--- src/rtl/regwp_pkg.sv ---
package regwp_pkg;

    localparam int DATA_W   = 32;
    localparam int ADDR_W   = 8;
    localparam int WORD_LSB = 2;
    localparam int WORD_W   = ADDR_W - WORD_LSB;

    localparam logic [ADDR_W-1:0] KEY_A_OFF = 8'h6C;
    localparam logic [ADDR_W-1:0] KEY_B_OFF = 8'h70;
    localparam logic [ADDR_W-1:0] STAT_OFF  = 8'h44;

    localparam logic [DATA_W-1:0] KEY_A_MAGIC = 32'h83E70B13;
    localparam logic [DATA_W-1:0] KEY_B_MAGIC = 32'h95A4F1E0;

    localparam int STAT_BUSY_BIT = 0;

    typedef enum logic [2:0] {
        SEL_NONE,
        SEL_PROT,
        SEL_KEYA,
        SEL_KEYB,
        SEL_STAT
    } sel_e;

    typedef struct packed {
        sel_e              sel;
        logic [WORD_W-1:0] word;
    } dec_t;

    function automatic dec_t decode_addr(input logic [ADDR_W-1:0] a, input int nprot);
        dec_t d;
        d.word = a[ADDR_W-1:WORD_LSB];
        d.sel  = SEL_NONE;
        if (a[WORD_LSB-1:0] == '0) begin
            if (a == KEY_A_OFF)            d.sel = SEL_KEYA;
            else if (a == KEY_B_OFF)       d.sel = SEL_KEYB;
            else if (a == STAT_OFF)        d.sel = SEL_STAT;
            else if (int'(d.word) < nprot) d.sel = SEL_PROT;
        end
        return d;
    endfunction

    function automatic logic pair_matches(input logic [DATA_W-1:0] ka,
                                          input logic [DATA_W-1:0] kb);
        return (ka == KEY_A_MAGIC) && (kb == KEY_B_MAGIC);
    endfunction

endpackage

--- src/rtl/regwp_decode.sv ---
module regwp_decode
    import regwp_pkg::*;
#(
    parameter int NPROT = 4,
    localparam int IDX_W = (NPROT > 1) ? $clog2(NPROT) : 1
) (
    input  logic [ADDR_W-1:0] addr,
    input  logic              wr,
    output sel_e              sel,
    output logic [IDX_W-1:0]  idx,
    output logic              wr_prot,
    output logic              wr_keya,
    output logic              wr_keyb
);
    dec_t d;

    always_comb begin
        d       = decode_addr(addr, NPROT);
        sel     = d.sel;
        idx     = d.word[IDX_W-1:0];
        wr_prot = wr && (d.sel == SEL_PROT);
        wr_keya = wr && (d.sel == SEL_KEYA);
        wr_keyb = wr && (d.sel == SEL_KEYB);
    end
endmodule

--- src/rtl/regwp_keys.sv ---
module regwp_keys
    import regwp_pkg::*;
(
    input  logic              clk,
    input  logic              rst,
    input  logic              wr_keya,
    input  logic              wr_keyb,
    input  logic [DATA_W-1:0] wdata,
    output logic [DATA_W-1:0] key_a,
    output logic [DATA_W-1:0] key_b,
    output logic              unlocked
);
    always_ff @(posedge clk) begin
        if (rst) begin
            key_a <= '0;
            key_b <= '0;
        end else begin
            if (wr_keya) key_a <= wdata;
            if (wr_keyb) key_b <= wdata;
        end
    end

    always_comb unlocked = pair_matches(key_a, key_b);
endmodule

--- src/rtl/regwp_busy.sv ---
module regwp_busy #(
    parameter int TICK_PERIOD = 64,
    parameter int BUSY_LEAD   = 8,
    localparam int START = TICK_PERIOD - BUSY_LEAD,
    localparam int CNT_W = $clog2(START + 1)
) (
    input  logic clk,
    input  logic rst,
    input  logic tick,
    output logic busy
);
    logic [CNT_W-1:0] since_tick;

    always_ff @(posedge clk) begin
        if (rst || tick) begin
            since_tick <= '0;
        end else if (since_tick != CNT_W'(START)) begin
            since_tick <= since_tick + 1'b1;
        end
    end

    always_comb busy = (since_tick == CNT_W'(START));
endmodule

--- src/rtl/regwp_regs.sv ---
module regwp_regs
    import regwp_pkg::*;
#(
    parameter int NPROT = 4,
    localparam int IDX_W = (NPROT > 1) ? $clog2(NPROT) : 1
) (
    input  logic                         clk,
    input  logic                         rst,
    input  logic                         we,
    input  logic [IDX_W-1:0]             widx,
    input  logic [DATA_W-1:0]            wdata,
    output logic [NPROT-1:0][DATA_W-1:0] regs
);
    for (genvar g = 0; g < NPROT; g++) begin : g_reg
        always_ff @(posedge clk) begin
            if (rst) begin
                regs[g] <= '0;
            end else if (we && (widx == IDX_W'(g))) begin
                regs[g] <= wdata;
            end
        end
    end
endmodule

--- src/rtl/regwp_gate.sv ---
module regwp_gate
    import regwp_pkg::*;
#(
    parameter int NPROT       = 4,
    parameter int TICK_PERIOD = 64,
    parameter int BUSY_LEAD   = 8,
    localparam int IDX_W = (NPROT > 1) ? $clog2(NPROT) : 1
) (
    input  logic              clk,
    input  logic              rst,
    input  logic [7:0]        bus_addr,
    input  logic              bus_wr,
    input  logic [31:0]       bus_wdata,
    input  logic              bus_rd,
    output logic [31:0]       bus_rdata,
    output logic              bus_rvalid,
    input  logic              slow_tick
);
    sel_e                         sel;
    logic [IDX_W-1:0]             idx;
    logic                         wr_prot, wr_keya, wr_keyb;
    logic [DATA_W-1:0]            key_a, key_b;
    logic                         unlocked, busy, prot_we;
    logic [NPROT-1:0][DATA_W-1:0] regs;
    logic [DATA_W-1:0]            rdata_d;

    regwp_decode #(.NPROT(NPROT)) u_dec (
        .addr(bus_addr), .wr(bus_wr), .sel(sel), .idx(idx),
        .wr_prot(wr_prot), .wr_keya(wr_keya), .wr_keyb(wr_keyb)
    );

    regwp_keys u_keys (
        .clk(clk), .rst(rst), .wr_keya(wr_keya), .wr_keyb(wr_keyb),
        .wdata(bus_wdata), .key_a(key_a), .key_b(key_b), .unlocked(unlocked)
    );

    regwp_busy #(.TICK_PERIOD(TICK_PERIOD), .BUSY_LEAD(BUSY_LEAD)) u_busy (
        .clk(clk), .rst(rst), .tick(slow_tick), .busy(busy)
    );

    always_comb prot_we = wr_prot && unlocked && !busy;

    regwp_regs #(.NPROT(NPROT)) u_regs (
        .clk(clk), .rst(rst), .we(prot_we), .widx(idx),
        .wdata(bus_wdata), .regs(regs)
    );

    always_comb begin
        rdata_d = '0;
        unique case (sel)
            SEL_PROT: rdata_d = regs[idx];
            SEL_KEYA: rdata_d = key_a;
            SEL_KEYB: rdata_d = key_b;
            SEL_STAT: rdata_d[STAT_BUSY_BIT] = busy;
            default:  rdata_d = '0;
        endcase
    end

    always_ff @(posedge clk) begin
        if (rst) begin
            bus_rdata  <= '0;
            bus_rvalid <= 1'b0;
        end else begin
            bus_rvalid <= bus_rd;
            if (bus_rd) bus_rdata <= rdata_d;
        end
    end
endmodule

--- config.mk ---
export PLATFORM = sky130hd
export DESIGN_NAME = regwp_gate
export DESIGN_NICKNAME = d
export VERILOG_FILES = /design/src/rtl/regwp_pkg.sv /design/src/rtl/regwp_decode.sv /design/src/rtl/regwp_keys.sv /design/src/rtl/regwp_busy.sv /design/src/rtl/regwp_regs.sv /design/src/rtl/regwp_gate.sv
export SDC_FILE = /design/constraint.sdc
export NUM_CORES = 1
export LEC_CHECK = 0
export BUFFER_PORTS_ARGS = -buffer_cell sky130_fd_sc_hd__buf_4
export CORE_MARGIN = 2
export CORE_UTILIZATION = 54
export DETAILED_ROUTE_END_ITERATION = 10
export PLACE_DENSITY = 0.78
export SETUP_SLACK_MARGIN = 0.2
export SYNTH_ARGS = -nofsm -noshare
export SYNTH_HDL_FRONTEND = slang
export SYNTH_SLANG_ARGS = --single-unit
--- constraint.sdc ---
create_clock -name clk -period 2.3 [get_ports clk]
set_input_delay 0.115 -clock clk [delete_from_list [all_inputs] [get_ports clk]]
set_output_delay 0.115 -clock clk [all_outputs]
set_load 0.01 [all_outputs]
==> results.md <==
- Clock root buffer: clkbuf_16
- Via count: 8019
- CP max-delay cell: or4_4
- Mean Syn Cell Area: 9.97 um2
- Main combinational cell family by area after synthesis: simple AND/OR/NAND/NOR gates
- DRT Pass-1 Iters: 6
- Multi-input gate area: 0.00502 mm2
- RR Endpoint: u_regs.regs[39]
- Commonest cells after routing, fill and taps aside: dfxtp_1, nand2_1, nand2b_1, buf_4, mux2i_1
- I/O Buffers: 77
- Synth Register Bits: 231
- Post-synthesis adder-cell area fraction: 0.251%
- Final min period: 2.51 ns
- Chip height: 140 um
- EDFF count, synth: 0
- Clock Sinks: 231
- Hold Crit Depth: 2
- Vias per Instance: 5.82
- Non-filler instance count after layout: 1379
- YS warnings: 0
- Unrepaired setup endpoints after global routing: yes
- Die ar.: 0.0196 mm2
- Hold Path Class: in -> reg
- Worst EP required: 2.73 ns
- Static leakage: 5.07 nW
- Critical path cell sequence: nor4_2 -> nand4_1 -> or4_4 -> buf_6 -> nor4_4 -> buf_4 -> buf_12 -> mux2i_2
- Critical Path Start: u_keys.key_b[10]
- First-pass GRT wire length: 42600 um
- Cells after DPL: 1293
- Reg-to-Reg Start: u_keys.key_b[10]
- Clk_skew: 0.0109 ns
- Reg-to-reg slack, setup: -0.21 ns
- Worst VDD drop: 0.669 mV
- Simple-Gate Fraction of Synth Area: 20.5%
- Endpoints failing hold: 0
- Final period util: 109%
- Synth cell types: 42
- Startpoint types: register
- Hold worst-path end: u_keys.key_a[6]
- HPWL after DPL: 17400 um
- Post-synth top area share: 46.4%
- Vias in the first global route: 7984
- Setup crit end kind: register
- Final number of setup-violating endpoints: 64
- TritonCTS Buffers: 25
- GP Congestion: 0.850
- Skew-Pair Late Insertion Delay: 0.53 ns
- Post-Route WL: 26700 um
- FF/Latch Area: 0.00464 mm2
- Die X: 140 um
- Number of diodes: 0
- Sequential fraction of the synthesis area: 46.4%
- Starting Density: 55.3%
- DRC errors left: 0
- Worst-margin pin slew: 0.810 ns
- Placed Area: 0.0111 mm2
- Yosys top cell by area: dfxtp_1
- Antenna violations before repair: 0
- Multiplexer share of the synthesized area: 20.2%
- Cell area power density: 668 mW/mm2
- Boundary pin count: 78
- CP Depth: 8
- Initial DRC count: 760
- Clock tree from TritonCTS: built
- Run status: finished with violations
- CP Class: reg -> reg
- NumNets Final: 1179
- Max clock buf depth: 3
- Netlist Area Pre-Place: 0.00997 mm2
- Crit path DAT: 2.95 ns
- Xor/xnor share of the synthesized area: 0.351%
- Async SR Flop Fraction: 0%
- R2r worst-path depth: 8
- Drt wl/cell: 19.4 um
- Largest net degree at the start of global routing: 135
- Final slew viol count: 0
- Antenna Violating Nets Remaining: 0
- Core area: 0.0180 mm2
- HP Start: rst
- Clock transition at path regs: 0.06 ns
- Final Worst Setup Slack: -0.215 ns
- CP max stage delay: 0.54 ns
- Gr ovfl total: 0
- H-tree levels: 1
- Max Cap Viol: 0
- Cell area after layout: 0.0125 mm2
- Layout area overhead: 25.0%
- CP top delay family: simple AND/OR/NAND/NOR gates
- Dominant synthesized flop cell: dfxtp_1
- Failing checks: setup timing
- Synth Area in Compound Gates: 8.34%
- Fillers: 1322
- Fmax: 398 MHz
- Buf/Inv on CP: 3
- Critical path fanouts, max: 7
- Synth Instances: 1000
- Share of cells above drive strength 1: 21.7%
- GRT Overall Usage: 26.9%
- Core Rows: 49
- Slew margin rel.: 45.9%
- Syn Nets: 1047
- Commonest non-fill, non-tap cell in the layout: dfxtp_1
- Top area cells in the synthesized netlist: dfxtp_1, mux2i_1, nand2b_1
-- worst max path at each step --
stage	to	slack [ns]
after CTS	u_regs.regs[119]	-0.12
final	u_regs.regs[39]	-0.21
after floorplan	u_regs.regs[100]	0.02
after global routing	u_regs.regs[33]	-0.21
after detailed placement	u_regs.regs[121]	-0.21
after global placement	u_regs.regs[103]	-0.18
-- per-stage QoR --
| stage | TNS (ns) | power (mW) | setup WS (ns) | util [%] | hold slack, ns |
|---|---|---|---|---|---|
| after global placement | -7.62 | 4.44 | -0.181 | 61.5 | 0.385 |
| after CTS | -5.64 | 8.35 | -0.123 | 68.4 | 0.00671 |
| after floorplan | 0 | 4.29 | 0.0238 | - | 0.195 |
| after global routing | -11.13 | 8.53 | -0.212 | 69.1 | 0.0417 |
| final | -9.26 | 8.32 | -0.215 | 69.1 | 0.0198 |
| after detailed placement | -9.57 | 4.44 | -0.207 | 61.5 | 0.390 |
-- registers in the layout (all words and copies together) (netlist names) --
register	cells
u_keys.key_b	32
u_keys.key_a	32
bus_rdata	32
u_regs.regs	128
bus_rvalid	1
u_busy.since_tick	6
-- area by class of cell --
type	instances	share of cell area [%]
Clock buffer	38	5.89
Clock inverter	7	0.562
Inverter	4	0.120
Multi-Input combinational cell	686	40.3
Sequential cell	231	37.2
Tap cell	229	2.30
Timing Repair Buffer	184	13.6
-- synth_stat cells, types with 4 or more instances --
library cell  instances
clkbuf_1             61
inv_1                 4
mux4_2               32
nand2_1             168
nand2b_1            162
nor4_1                6
o21ai_0              32
mux2i_1             129
nor2_1               10
buf_2                 6
dfxtp_1             231
a222oi_1             31
buf_1                 6
a21oi_1              66
nand4_1               6
-- what timing repair did --
item / 4_1_cts / 5_1_grt
pin swaps: 6 / 5
resized for setup: 16 / 19
hold buffers: 34 / 0
endpoints found under the setup margin: 128 / 128
endpoints found under the hold margin: 177 / 0
cloned: 1 / 1
buffers inserted: 1 / 4
-- power breakdown --
group	total [mW]	internal, mW	switching (mW)	leakage [nW]
sequential	4.01	4.00	0.00290	1.86
combinational	0.396	0.187	0.208	2.81
clock	3.92	2.31	1.61	0.400
total	8.32	6.51	1.82	5.07
-- routing by layer --
layer | share of wire, % | global-route usage, % | wire [um] | up-vias
li1 | - | - | - | 3760
met1 | 42 | 35.4 | 11300 | 3863
met3 | 6.8 | 4.65 | 1830 | 59
met4 | 2.9 | 9.16 | 775 | 0
met2 | 48 | 45.0 | 12900 | 337
met5 | 0 | 0 | 0 | -
-- worst reg2reg max path, cell delays in order, from the launching register on --
cell and delay [ns]:
dfxtp_2 0.34, nor4_2 0.34, nand4_1 0.20, or4_4 0.54
buf_6 0.14, nor4_4 0.31, buf_4 0.19, buf_12 0.14
mux2i_2 0.23
-- cells by family (layout without fill, tap and decap cells) --
group,count (synthesis),after routing
AND/OR/NAND/NOR,386,386
buffers and inverters,83,233
adder cells (fa/ha/maj),2,2
multiplexers,161,161
XOR/XNOR,4,4
AO/OA/AOI/OAI,133,133
flip-flops,231,231
Note: power is estimated with default switching activity, not from simulation.
